## src/rtl/ctr_pkg.sv

```systemverilog
package ctr_pkg;

    typedef enum logic [1:0] {
        MODE_EVENT = 2'd0,
        MODE_PULSE = 2'd1,
        MODE_DELAY = 2'd2,
        MODE_PWM   = 2'd3
    } ctr_mode_e;

    typedef struct packed {
        logic out;
        logic irq;
        logic sticky;
        logic phase_hi;
        logic running;
    } ctr_flags_t;

    localparam int unsigned PWM_MIN   = 2;
    localparam int unsigned PULSE_MIN = 2;
    localparam int unsigned DELAY_MIN = 1;

endpackage

```

## src/rtl/ctr_sync_edge.sv

```systemverilog
module ctr_sync_edge #(
    parameter int unsigned STAGES = 2
) (
    input  logic clk,
    input  logic rst,
    input  logic din,
    input  logic sel_fall,
    output logic hit
);
    localparam int unsigned DEPTH = STAGES + 1;

    logic [DEPTH-1:0] sh_q;
    logic             rise;
    logic             fall;

    always_ff @(posedge clk) begin
        if (rst) sh_q <= '0;
        else     sh_q <= {sh_q[DEPTH-2:0], din};
    end

    assign rise = sh_q[STAGES-1] & ~sh_q[STAGES];
    assign fall = ~sh_q[STAGES-1] & sh_q[STAGES];
    assign hit  = sel_fall ? fall : rise;

    // a selected edge produces a single-cycle hit
    p_edge_one_cycle_r5: assert property (@(posedge clk) disable iff (rst)
        (rise || fall) |=> !(rise || fall));

endmodule

```

## src/rtl/ctr_core.sv

```systemverilog
module ctr_core
    import ctr_pkg::*;
#(
    parameter int unsigned WIDTH = 32
) (
    input  logic             clk,
    input  logic             rst,
    input  logic             tick,
    input  logic             gate_rise,
    input  ctr_mode_e        mode,
    input  logic             match_en,
    input  logic [WIDTH-1:0] match_val,
    input  logic [WIDTH-1:0] period_n,
    input  logic [WIDTH-1:0] high_cnt,
    input  logic [WIDTH-1:0] low_cnt,
    input  logic             irq_clr,
    output logic [WIDTH-1:0] count,
    output logic             cnt_out,
    output logic             irq_pulse,
    output logic             irq_sticky
);
    localparam logic [WIDTH-1:0] LIM_PWM   = WIDTH'(PWM_MIN);
    localparam logic [WIDTH-1:0] LIM_PULSE = WIDTH'(PULSE_MIN);
    localparam logic [WIDTH-1:0] LIM_DELAY = WIDTH'(DELAY_MIN);

    function automatic logic [WIDTH-1:0] floor_at(input logic [WIDTH-1:0] v,
                                                  input logic [WIDTH-1:0] lim);
        return (v < lim) ? lim : v;
    endfunction

    ctr_mode_e        mode_q;
    logic [WIDTH-1:0] cnt_q, cnt_d, cnt_inc;
    logic [WIDTH-1:0] hi_q, hi_d, lo_q, lo_d;
    ctr_flags_t       fl_q, fl_d;
    logic [WIDTH-1:0] pulse_n, delay_n;

    assign cnt_inc = cnt_q + WIDTH'(1);
    assign pulse_n = floor_at(period_n, LIM_PULSE);
    assign delay_n = floor_at(period_n, LIM_DELAY);

    always_comb begin
        cnt_d      = cnt_q;
        hi_d       = hi_q;
        lo_d       = lo_q;
        fl_d       = fl_q;
        fl_d.irq   = 1'b0;
        if (mode != mode_q) begin
            cnt_d         = '0;
            fl_d.out      = 1'b0;
            fl_d.phase_hi = 1'b1;
            fl_d.running  = 1'b0;
            hi_d          = floor_at(high_cnt, LIM_PWM);
            lo_d          = floor_at(low_cnt, LIM_PWM);
        end else begin
            unique case (mode)
                MODE_EVENT: begin
                    fl_d.out = 1'b0;
                    if (tick) begin
                        cnt_d = cnt_inc;
                        if (match_en && cnt_inc == match_val) fl_d.irq = 1'b1;
                    end
                end
                MODE_PULSE: begin
                    fl_d.out = 1'b0;
                    if (tick) begin
                        if (cnt_inc >= pulse_n) begin
                            cnt_d    = '0;
                            fl_d.out = 1'b1;
                            fl_d.irq = 1'b1;
                        end else begin
                            cnt_d = cnt_inc;
                        end
                    end
                end
                MODE_DELAY: begin
                    if (gate_rise) begin
                        cnt_d        = '0;
                        fl_d.out     = 1'b0;
                        fl_d.running = 1'b1;
                    end else if (fl_q.running && tick) begin
                        cnt_d = cnt_inc;
                        if (cnt_inc >= delay_n) begin
                            fl_d.out     = 1'b1;
                            fl_d.irq     = 1'b1;
                            fl_d.running = 1'b0;
                        end
                    end
                end
                default: begin
                    if (tick) begin
                        fl_d.out = fl_q.phase_hi;
                        if (fl_q.phase_hi) begin
                            if (cnt_inc >= hi_q) begin
                                fl_d.phase_hi = 1'b0;
                                cnt_d         = '0;
                            end else begin
                                cnt_d = cnt_inc;
                            end
                        end else begin
                            if (cnt_inc >= lo_q) begin
                                fl_d.phase_hi = 1'b1;
                                cnt_d         = '0;
                                hi_d          = floor_at(high_cnt, LIM_PWM);
                                lo_d          = floor_at(low_cnt, LIM_PWM);
                            end else begin
                                cnt_d = cnt_inc;
                            end
                        end
                    end
                end
            endcase
        end
        fl_d.sticky = fl_d.irq | (fl_q.sticky & ~irq_clr);
    end

    always_ff @(posedge clk) begin
        if (rst) begin
            mode_q <= mode;
            cnt_q  <= '0;
            hi_q   <= LIM_PWM;
            lo_q   <= LIM_PWM;
            fl_q   <= '{out: 1'b0, irq: 1'b0, sticky: 1'b0, phase_hi: 1'b1, running: 1'b0};
        end else begin
            mode_q <= mode;
            cnt_q  <= cnt_d;
            hi_q   <= hi_d;
            lo_q   <= lo_d;
            fl_q   <= fl_d;
        end
    end

    assign count      = cnt_q;
    assign cnt_out    = fl_q.out;
    assign irq_pulse  = fl_q.irq;
    assign irq_sticky = fl_q.sticky;

    p_hold_no_tick_r2: assert property (@(posedge clk) disable iff (rst)
        (mode == MODE_EVENT && mode_q == MODE_EVENT && !tick) |=> $stable(cnt_q));

    p_wrap_zero_r3: assert property (@(posedge clk) disable iff (rst)
        (mode == MODE_EVENT && mode_q == MODE_EVENT && tick && cnt_q == '1) |=> cnt_q == '0);

    p_irq_single_r4: assert property (@(posedge clk) disable iff (rst)
        fl_q.irq |=> !fl_q.irq);

    p_mode_clear_r10: assert property (@(posedge clk) disable iff (rst)
        (mode != mode_q) |=> (cnt_q == '0 && !fl_q.out));

    p_sticky_hold_r11: assert property (@(posedge clk) disable iff (rst)
        (fl_q.sticky && !irq_clr) |=> fl_q.sticky);

endmodule

```

## src/rtl/ctr_timer_chan.sv

```systemverilog
module ctr_timer_chan
    import ctr_pkg::*;
#(
    parameter int unsigned WIDTH       = 32,
    parameter int unsigned BASE_DIV    = 1,
    parameter int unsigned SYNC_STAGES = 2
) (
    input  logic             clk,
    input  logic             rst,
    input  logic             src_ext,
    input  logic             ext_clk,
    input  logic             edge_fall,
    input  logic             gate,
    input  logic [1:0]       mode,
    input  logic             match_en,
    input  logic [WIDTH-1:0] match_val,
    input  logic [WIDTH-1:0] period_n,
    input  logic [WIDTH-1:0] high_cnt,
    input  logic [WIDTH-1:0] low_cnt,
    input  logic             irq_clr,
    output logic             cnt_out,
    output logic [WIDTH-1:0] count,
    output logic             irq_pulse,
    output logic             irq_sticky
);
    logic ext_hit;
    logic gate_rise;
    logic base_tick;
    logic tick;

    ctr_sync_edge #(.STAGES(SYNC_STAGES)) i_ext_sync (
        .clk(clk), .rst(rst), .din(ext_clk), .sel_fall(edge_fall), .hit(ext_hit)
    );

    ctr_sync_edge #(.STAGES(SYNC_STAGES)) i_gate_sync (
        .clk(clk), .rst(rst), .din(gate), .sel_fall(1'b0), .hit(gate_rise)
    );

    generate
        if (BASE_DIV <= 1) begin : g_base_every
            assign base_tick = 1'b1;
        end else begin : g_base_div
            localparam int unsigned DW = $clog2(BASE_DIV);
            localparam logic [DW-1:0] LAST = DW'(BASE_DIV - 1);
            logic [DW-1:0] div_q;
            always_ff @(posedge clk) begin
                if (rst)               div_q <= '0;
                else if (div_q == LAST) div_q <= '0;
                else                   div_q <= div_q + DW'(1);
            end
            assign base_tick = (div_q == LAST);
        end
    endgenerate

    assign tick = src_ext ? ext_hit : base_tick;

    ctr_core #(.WIDTH(WIDTH)) i_core (
        .clk(clk), .rst(rst), .tick(tick), .gate_rise(gate_rise),
        .mode(ctr_mode_e'(mode)), .match_en(match_en), .match_val(match_val),
        .period_n(period_n), .high_cnt(high_cnt), .low_cnt(low_cnt),
        .irq_clr(irq_clr), .count(count), .cnt_out(cnt_out),
        .irq_pulse(irq_pulse), .irq_sticky(irq_sticky)
    );

endmodule

```

## config.mk

```make
export PLATFORM = sky130hd
export DESIGN_NAME = ctr_timer_chan
export DESIGN_NICKNAME = d
export VERILOG_FILES = /design/src/rtl/ctr_pkg.sv /design/src/rtl/ctr_sync_edge.sv /design/src/rtl/ctr_core.sv /design/src/rtl/ctr_timer_chan.sv
export SDC_FILE = /design/constraint.sdc
export NUM_CORES = 1
export LEC_CHECK = 0
export ABC_AREA = 1
export BUFFER_PORTS_ARGS = -buffer_cell sky130_fd_sc_hd__buf_2
export CAP_MARGIN = 20
export CORE_ASPECT_RATIO = 1.4
export CORE_UTILIZATION = 55
export CTS_BUF_LIST = sky130_fd_sc_hd__clkbuf_8
export DETAILED_ROUTE_END_ITERATION = 10
export PLACE_DENSITY = 0.82
export SETUP_SLACK_MARGIN = 0.05
export SLEW_MARGIN = 15
export SYNTH_ARGS = -nofsm -noshare
export SYNTH_HDL_FRONTEND = slang
export SYNTH_SLANG_ARGS = --single-unit
export TNS_END_PERCENT = 30
```

## constraint.sdc

```tcl
create_clock -name clk -period 5.4 [get_ports clk]
set_clock_uncertainty 0.1 [all_clocks]
set_input_delay 1.08 -clock clk [delete_from_list [all_inputs] [get_ports clk]]
set_output_delay 1.08 -clock clk [all_outputs]
set_load 0.02 [all_outputs]
```

==> results of run 1 <==
## sequential cells by signal, summed over array words and instances, names as in the netlist
name,cells
i_core.irq_sticky,1
i_gate_sync.sh_q,3
i_core.irq_pulse,1
i_ext_sync.sh_q,3
i_core.lo_q,32
i_core.hi_q,32
i_core.cnt_out,1
i_core.count,32
i_core.mode_q,2
i_core.fl_q,2
## Yosys cell counts
library cell / count
clkinv_1: 2
nor2_2: 2
o21ai_0: 26
nand2_4: 2
nor3_1: 15
o21bai_1: 6
xor3_1: 2
a21o_1: 3
xnor2_1: 7
buf_2: 6
nor4_1: 22
xnor3_1: 4
nor2_4: 8
nand2_1: 395
a21oi_1: 93
xor2_1: 6
nand3b_1: 11
nor2_1: 267
o21a_1: 3
inv_1: 291
a21boi_0: 1
o21ai_1: 3
ha_1: 129
nand3_1: 102
dfxtp_1: 109
nand3_2: 2
buf_6: 9
nand3_4: 2
clkbuf_1: 19
a21oi_4: 1
o211ai_1: 4
inv_2: 3
nand2_2: 8
nor2_8: 1
and2_1: 1
buf_1: 2
nand4_1: 24
## cell type report
class,count,share of cell area [%]
inverters,296,10.1
flip-flops and latches,109,19.7
well taps,236,2.67
clock buffers,11,1.37
multi-input cells,1150,57.3
repair buffers,180,8.63
clock inverters,4,0.272
## cells by family (layout without fill, tap and decap cells)
group           Yosys count  in the layout  share of synthesized area (%)
simple gates            862            862                           37.6
buf+inv                 332            491                           13.5
compound gates          140            140                           7.68
fa+ha+maj               129            129                           16.4
xor+xnor                 19             19                           2.56
flops                   109            109                           22.2
## critical path, cell delays in order, from the launching register on
cell and delay [ps]:
dfxtp_1 460, ha_1 280, nand2_2 100, nor2_4 180, nand3_2 200, nor2_1 170, nand2_1 60, nand2_1 100
nand2_1 170, ha_1 330, nand2_1 60, nor3_1 160, nand3_1 90, nor2_1 140, nand4_1 120, nand3_1 110
nand2_1 70, inv_2 100, nand2_4 140, nand2_2 610, buf_12 300, nand2_1 80, nand2_1 70, nor2_1 40
## per-layer routing
metal,vias up,part of all wire (%)
met3,107,5.1
met5,-,0
met1,4588,41
met4,0,6.3
li1,5290,-
met2,386,48
## path summary, 6_finish.rpt
check / endpoint / slack (ps) / cells past startpoint
setup / recovery: i_core.hi_q[18] / 1040 / 23
hold / removal: i_ext_sync.sh_q[1] / 320 / 2
setup reg to reg: i_core.hi_q[18] / 1040 / 23
hold reg to reg: i_ext_sync.sh_q[1] / 320 / 2
## power by group
part | total [mW] | switching [mW] | internal, mW
Sequential | 0.877 | 0.0232 | 0.854
Combinational | 0.412 | 0.256 | 0.156
Clock | 0.493 | 0.299 | 0.194
## metrics by stage
stage	cells	instance area (µm²)
floorplan	1591	9820
global placement	1970	10800
detailed placement	1971	10900
CTS	1986	11000
global route	1986	11100
finish	1986	11100
==> results by group, run 1 <==
Outcome
  – Status: finished clean

Setup path
  – CP arrival: 4540 ps
  – CP endpoint kind: register
  – Critical path type: reg -> reg
  – Worst path required time: 5580 ps
  – Critical path fanouts, max: 49
  – Reg2reg start: i_core.count[1]
  – Crit. Startpoint: i_core.count[1]
  – Critical Path Start Type: register

CTS
  – TritonCTS Buffers: 9
  – Clk_lat worst skew: 390 ps
  – TritonCTS clock tree: built
  – Clock root buffer: clkbuf_8
  – Post-CTS setup buffer count: 0
  – Clock Sinks: 109
  – Clock transition at path regs: 110 ps
  – CTS Buffer Depth: 2
  – Hold buffers post-CTS: 0
  – Post_cts resized: 0
  – H-tree Lvls: 3

Synthesis
  – Syn nets: 1858
  – Synthesis Warnings: 0
  – Avg Cell Area, Syn: 6.17 µm²
  – FF+latch count, synth: 109
  – Seq/Total Area, Yosys: 22.2%
  – Mapped cell area: 9820 µm²
  – Cell taking the most area after synthesis: dfxtp_1
  – Mapped Cells: 1591
  – Largest cells by area after synthesis: dfxtp_1 (22%), ha_1 (16%), nand2_1 (15%)
  – Synth top area share: 22.2%
  – Distinct cells, synth: 37

Power and ir drop
  – Lkg Pwr: 6.28 nW
  – PwrDens: 161 nW/µm²
  – Worst IR drop on VDD: 0.118 mV
  – Power Total: 1.78 mW

Layout
  – Synth-to-Final Area Change: 12.5%
  – Final net count: 2013
  – Sequential cell area: 2180 µm²
  – Share of post-route cells with drive strength above 1: 12.9%
  – Core Util, Final: 63.5%
  – Commonest non-fill, non-tap cells in the layout: nand2_1 (394), inv_1 (290), nor2_1 (267), buf_2 (172), ha_1 (129)
  – Fillers: 1727
  – Commonest non-fill, non-tap cell in the layout: nand2_1
  – N_diodes: 0
  – Multi-input logic area: 6330 µm²

STA
  – Least-Margin Pin Slew: 767 ps
  – Min Tclk post-route: 4360 ps
  – Setup violators final: 0
  – Final worst slack: 1040 ps
  – Fin. Hold Viols: 0
  – Hold_ws: 318 ps
  – Slew headroom: 48.7%
  – Ratio of final minimum period to clock period: 80.8%
  – Achievable clock frequency: 229 MHz
  – Slew Limit Fails: 0
  – Unrepaired setup endpoints after global routing: no
  – Final TNS setup: 0 ps

Floorplan
  – Placeable Area: 17400 µm²
  – Starting density of the core: 56.4%
  – Placement Rows: 57
  – Die ar.: 18400 µm²
  – Width of the chip: 115 µm
  – Die height: 160 µm
  – Top Ports: 173

Route
  – Total Wirelength: 27500 µm
  – Post-detailed-route count of antenna-violating nets: 0
  – WL/cell: 13.9 µm
  – Vias per cell: 5.22
  – Starting DRT DRC Count: 750
  – Routed vias: 10400
  – DRC Markers: 0
  – Drt pass-1 iters: 7

Flow run
  – Total of max-cap violations: 0

Placement
  – GPL Wtd Cong: 0.971
  – Post-DP HPWL: 22100 µm
  – Pre-CTS setup slack: 1100 ps
  – Port bufs: 172

Worst hold path
  – Hold Startpoint: i_ext_sync.sh_q[0]
  – HP Class: reg -> reg

Global route
  – Vias in the first global route: 9832
  – GR Util met3: 3.57%
  – Global-route wire length before repair: 44800 µm
  – Grt met2 use: 52.5%
  – GR Util met1: 36.1%
  – Grt total ovfl: 0
  – Largest net degree at the start of global routing: 66
  – Tot GR Track Use: 30.7%
  – Top Usage Layer GRT: met2
  – Initial antenna violation count: 0
(Power assumes the default switching activity.)
==> run 2, diff against run 1 <==
- CORE_UTILIZATION: 55 -> 53
- clock period: 5.4 -> 3.7 ns (I/O delays scaled with it)
==> run 2 against run 1 <==
Compared with the run above: sequential share of layout area shrank 0.73 points; non-clock buffer count rose by 32; combinational power increased by 56%; die area rose by 3.7%; first-iteration DRC count fell by 13%; clock-buffer cell count fell by 1; critical path depth down 5; design area rose by 5.4%; setup slack worse by 890 ps.
==> results by group, run 2 (synthesis results as in run 1) <==
Outcome
  – Status: finished clean

STA
  – Min Tclk post-route: 3550 ps (-808 ps)
  – Final TNS setup: 0 ps (unchanged)
  – Least-Margin Pin Slew: 894 ps (+128 ps)
  – Achievable clock frequency: 281 MHz (+23%)
  – Ratio of final minimum period to clock period: 96.1% (+15 points)
  – Slew headroom: 40.0% (-8.7 points)
  – Setup violators final: 0 (unchanged)
  – Slew Limit Fails: 0 (unchanged)
  – Hold_ws: 308 ps (-10.0 ps)
  – Fin. Hold Viols: 0 (unchanged)
  – Final worst slack: 146 ps (-892 ps)

Layout
  – Share of post-route cells with drive strength above 1: 17.8% (+4.9 points)
  – Commonest non-fill, non-tap cell in the layout: nand2_1
  – Commonest non-fill, non-tap cells in the layout: nand2_1 (388), inv_1 (285), nor2_1 (257), buf_2 (172), ha_1 (128)
  – Final instance area: 11700 µm² (+5.4%)
  – Core Util, Final: 64.5% (+0.98 points)
  – Non-Filler Instances: 2024 (+1.9%)
  – Final net count: 2045 (+1.6%)
  – Synth-to-Final Area Change: 18.7%

Global route
  – Vias in the first global route: 9457 (-3.8%)
  – Grt total ovfl: 0 (unchanged)
  – Largest net degree at the start of global routing: 65 (-1.5%)
  – Global-route wire length before repair: 43800 µm (-2.2%)
  – Initial antenna violation count: 1 (+1)
  – Tot GR Track Use: 29.6% (-1.1 points)

Setup path
  – Worst path slowest cell: dfxtp_4
  – Worst path required time: 3920 ps (-1660 ps)
  – CP arrival: 3780 ps (-760 ps)
  – CP endpoint kind: register
  – Critical Path Start Type: register
  – Cell family with most CP delay: compound AO/OA/AOI/OAI gates
  – CP Cell Sequence: ha_2, nand2_2, nor2_4, nand3_4, inv_1, nand3_1, nand2_2, inv_1, ha_1, nand2_1, o21ai_0, a21oi_1, a21boi_2, nand3_2, a21oi_4, clkbuf_16, nand3_1, a21oi_1
  – Critical path fanouts, max: 8 (-84%)
  – Worst path max stage delay: 400 ps (-210 ps)
  – WP buf/inv: 3 (+1)
  – Critical path type: reg -> reg

Power and ir drop
  – Lkg Pwr: 6.54 nW (+4.3%)
  – Power Total: 2.73 mW (+53%)
  – Clk pwr share: 29.7% (+2.1 points)
  – Net switching power: 0.885 mW (+53%)
  – Internal power: 1.84 mW (+53%)
  – Worst IR drop on VDD: 0.185 mV (+57%)
  – Switching power share of the total: 32.4% (about the same)
  – Comb power frac: 23.5% (+0.4 points)
  – PwrDens: 234 nW/µm² (+45%)
  – Proportion of power drawn by flip-flops and latches: 46.8% (-2.4 points)

CTS
  – TritonCTS Buffers: 9 (unchanged)
  – TritonCTS clock tree: built
  – Clock Sinks: 109 (unchanged)
  – Clock root buffer: clkbuf_8
  – CTS Buffer Depth: 2 (unchanged)
  – Clock transition at path regs: 120 ps (about the same)
  – H-tree Lvls: 3 (unchanged)
  – Hold buffers post-CTS: 0 (unchanged)
  – Clk_lat worst skew: 400 ps (about the same)

Route
  – WL/cell: 14.4 µm (+3.7%)
  – Post-detailed-route count of antenna-violating nets: 0 (unchanged)
  – DRC Markers: 0 (unchanged)
  – Vias per cell: 5.17 (-0.95%)
  – Routed vias: 10500 (+0.94%)
  – Total Wirelength: 29100 µm (+5.7%)
  – Starting DRT DRC Count: 651 (-13%)
  – Drt pass-1 iters: 5 (-2)

Placement
  – Placed insts: 1996 (+1.3%)
  – Port bufs: 172 (unchanged)
  – GPL Wtd Cong: 0.922 (-5.1%)
  – Post-DP HPWL: 22200 µm (+0.83%)
  – Pre-CTS setup slack: -24.5 ps (-1130 ps)
  – Post-DP Area: 11100 µm² (+1.9%)

Floorplan
  – Placeable Area: 18100 µm² (+3.8%)
  – Width of the chip: 117 µm (+1.8%)
  – Placement Rows: 58 (+1.8%)
  – Die ar.: 19100 µm² (+3.7%)
  – Starting density of the core: 54.3% (-2.1 points)
  – Top Ports: 173 (unchanged)
  – Die height: 163 µm (+1.8%)

Worst hold path
  – HP Class: reg -> reg

Flow run
  – Total of max-cap violations: 0 (unchanged)
run 2: changes by cell type in the layout (fill, tap and decap cells not counted), moves of 6 or more:
| cell | previous run | this run |
|---|---|---|
| buf_4 | 6 | 27 |
| dfxtp_1 | 109 | 88 |
| dfxtp_2 | 0 | 18 |
| nor2_1 | 267 | 257 |
| nor2_2 | 2 | 11 |
| nand2_1 | 394 | 388 |
run 2: final cells by class:
class | instances | area (µm²)
Clock inverter | 6 | 77.6
Multi-Input combinational cell | 1150 | 6480
Inverter | 296 | 1110
Timing Repair Buffer | 212 | 1330
Tap cell | 240 | 300
Antenna cell | 1 | 2.50
Sequential cell | 109 | 2220
Clock buffer | 10 | 138
Fill cell | 1676 | 6420
run 2: path summary, 6_finish.rpt:
| path | startpoint | end | cells past startpoint | slack, ps |
|---|---|---|---|---|
| max reg2reg | i_core.count[1] | i_core.count[15] | 18 | 150 |
| min reg2reg | i_ext_sync.sh_q[0] | i_ext_sync.sh_q[1] | 2 | 310 |
| max | i_core.count[1] | i_core.count[15] | 18 | 150 |
| min | i_ext_sync.sh_q[0] | i_ext_sync.sh_q[1] | 2 | 310 |
run 2: power by group through the flow:
stage	sequential (mW)	clock, mW	combinational (mW)
final	1.28	0.810	0.642
after CTS	1.28	0.822	0.610
after global routing	1.29	0.869	0.729
after floorplan	1.30	0	0.409
after detailed placement	1.31	0	0.605
after global placement	1.30	0	0.590
run 2: worst min-delay path, stage by stage, from the launching register on:
cell     delay (ps)
dfxtp_1         320
inv_1            40
nor2_1           30
run 2: per-layer routing:
metal	up-vias	track usage (%)	share of wire, %
li1	5369	-	-
met1	4639	35.0	41
met2	369	51.2	49
met3	92	2.63	4.5
met4	0	17.7	5.6
met5	-	0	0
run 2: timing repair:
action | CTS | global route
setup endpoints to repair | 49 | 100
gates cloned | 0 | 6
pin swaps | 1 | 14
gates resized for setup | 3 | 68
setup buffers | 0 | 5
==> run 3, diff against run 2 <==
- CORE_ASPECT_RATIO: 1.4 -> 0.5
==> run 3 against run 2 <==
Compared with the run above: global-route usage grew 0.37 points; routed wire length fell by 0.35%; core utilization increased by 0.76 points; maximum frequency grew 1.3%; design area down 0.68%; critical path depth increased by 6; final cell count is 0.35% lower; via count fell by 1.1%; clock power decreased by 13%; clock-buffer cell count unchanged.
==> results by group, run 3 (synthesis results as in run 1) <==
Flow run
  – Total of max-cap violations: 0 (unchanged)

Global route
  – Tot GR Track Use: 30.0% (+0.37 points)
  – Initial antenna violation count: 0 (-1)
  – Largest net degree at the start of global routing: 66 (+1.5%)
  – Global-route wire length before repair: 45600 µm (+4.1%)
  – Vias in the first global route: 9132 (-3.4%)
  – Grt total ovfl: 0 (unchanged)

Placement
  – Post-DP Area: 11000 µm² (-0.56%)
  – GPL Wtd Cong: 0.994 (+7.9%)
  – Pre-CTS setup slack: 60.5 ps (+85.0 ps)
  – Post-DP HPWL: 22800 µm (+2.3%)
  – Placed insts: 1986 (-0.50%)
  – Port bufs: 172 (unchanged)

Route
  – Total Wirelength: 29000 µm (-0.35%)
  – Vias per cell: 5.13 (-0.76%)
  – WL/cell: 14.4 µm (about the same)
  – DRC Markers: 0 (unchanged)
  – Drt pass-1 iters: 6 (+1)
  – Starting DRT DRC Count: 853 (+31%)
  – Post-detailed-route count of antenna-violating nets: 0 (unchanged)
  – Routed vias: 10400 (-1.1%)

CTS
  – Clock transition at path regs: 110 ps (about the same)
  – Clock Sinks: 109 (unchanged)
  – TritonCTS clock tree: built
  – TritonCTS Buffers: 9 (unchanged)
  – H-tree Lvls: 3 (unchanged)
  – CTS Buffer Depth: 2 (unchanged)
  – Clock root buffer: clkbuf_8
  – Clk_lat worst skew: 400 ps (about the same)

Layout
  – Core Util, Final: 65.2% (+0.76 points)
  – N_diodes: 0 (-1)
  – Synth-to-Final Area Change: 17.9%
  – Final net count: 2047 (+0.098%)
  – Non-Filler Instances: 2017 (-0.35%)
  – Commonest non-fill, non-tap cell in the layout: nand2_1
  – Commonest non-fill, non-tap cells in the layout: nand2_1 (385), inv_1 (282), nor2_1 (255), buf_2 (172), ha_1 (129)
  – Share of post-route cells with drive strength above 1: 17.4% (-0.39 points)
  – Final instance area: 11600 µm² (-0.68%)
  – Fillers: 1681 (+0.30%)

Setup path
  – Worst path required time: 3900 ps (-20 ps)
  – CP arrival: 3710 ps (-70 ps)
  – Worst path max stage delay: 390 ps (about the same)
  – Critical Path Start Type: register
  – CP endpoint kind: register
  – Critical path fanouts, max: 23 (+15)
  – Cell mode on critical path: nand2_1
  – Worst path slowest cell: dfxtp_4
  – CP Cell Sequence: ha_1, nand2_2, nor2_4, nand3_4, buf_12, xor2_1, inv_1, ha_1, nand2_1, inv_1, nand3_1, nor3_2, nand2_1, nand2_1, nand2_1, nand3_1, nand2_1, inv_2, nand2_4, nand2_8, clkbuf_16, nand2_1, nand2_1, nor2_1
  – Critical path type: reg -> reg

STA
  – Unrepaired setup endpoints after global routing: no
  – Final worst slack: 191 ps (+45.6 ps)
  – Least-Margin Pin Slew: 529 ps (-365 ps)
  – Ratio of final minimum period to clock period: 94.8% (-1.2 points)
  – Setup violators final: 0 (unchanged)
  – Final TNS setup: 0 ps (unchanged)
  – Fin. Hold Viols: 0 (unchanged)
  – Achievable clock frequency: 285 MHz (+1.3%)
  – Slew headroom: 64.6% (+25 points)
  – Slew Limit Fails: 0 (unchanged)
  – Min Tclk post-route: 3510 ps (-45.6 ps)
  – Hold_ws: 315 ps (+6.46 ps)

Power and ir drop
  – Power Total: 2.65 mW (-3.1%)
  – Proportion of power drawn by flip-flops and latches: 48.4% (+1.6 points)
  – Lkg Pwr: 6.50 nW (-0.70%)
  – Worst IR drop on VDD: 0.192 mV (+3.7%)
  – Net switching power: 0.878 mW (-0.85%)
  – PwrDens: 229 nW/µm² (-2.4%)
  – Clk pwr share: 26.6% (-3.1 points)
  – Switching power share of the total: 33.2% (+0.75 points)
  – Comb power frac: 25.0% (+1.5 points)
  – Internal power: 1.77 mW (-4.2%)

Floorplan
  – Starting density of the core: 55.4% (+1.0 points)
  – Placement Rows: 34 (-41%)
  – Width of the chip: 195 µm (+66%)
  – Die ar.: 19100 µm² (+0.13%)
  – Die height: 98.3 µm (-40%)
  – Top Ports: 173 (unchanged)
  – Placeable Area: 17700 µm² (-1.8%)

Worst hold path
  – HP Class: reg -> reg

Outcome
  – Status: finished clean
-- run 3: cell types whose count changed in the layout (fill, tap and decap cells not counted), sizes merged --
cell	previous run	this run
buf	207	211
bufinv	1	0
clkbuf	15	13
clkinv	4	2
clkinvlp	1	2
diode	1	0
-- run 3: power groups by stage --
stage	Clock [mW]	Sequential, mW	Combinational, mW
after CTS	0.710	1.28	0.611
after global placement	0	1.31	0.597
after global routing	0.761	1.29	0.749
final	0.704	1.28	0.661
after floorplan	0	1.30	0.409
after detailed placement	0	1.31	0.606
-- run 3: per-layer routing --
layer | share of wire (%) | global-route usage (%)
met1 | 48 | 45.1
met2 | 42 | 44.6
met5 | 0 | 0
met3 | 9.2 | 4.80
met4 | 1.1 | 5.86
-- run 3: final timing paths --
check,start,to,slack (ps),depth (start not counted)
worst max-delay path,i_core.count[1],i_core.lo_q[23],190,24
worst min-delay path,i_ext_sync.sh_q[0],i_ext_sync.sh_q[1],310,2
worst max register to register,i_core.count[1],i_core.lo_q[23],190,24
worst min register to register,i_ext_sync.sh_q[0],i_ext_sync.sh_q[1],310,2
-- run 3: area by class of cell --
class                      instances  area, µm²  area share [%]
clock inverter                     4       32.5           0.281
inverter                         296       1110            9.60
clock buffer                      10        138            1.19
tap                              234        293            2.53
multi-input combinational       1150       6440            55.7
timing repair buffer             214       1340            11.6
sequential                       109       2210            19.1
-- run 3: timing repair --
item / CTS / global route
pin swaps: 0 / 13
hold buffers: 0 / 0
endpoints found under the setup margin: 28 / 100
resized for setup: 1 / 66
buffers inserted: 0 / 13
gates cloned: 0 / 3
-- run 3: worst max-delay path: cells and delay by family, from the launching register on --
family,cells,cell delay [ps]
XOR/XNOR,1,200
adder cells (fa/ha/maj),2,490
buffers and inverters,5,700
flip-flops,1,390
AND/OR/NAND/NOR,16,1530
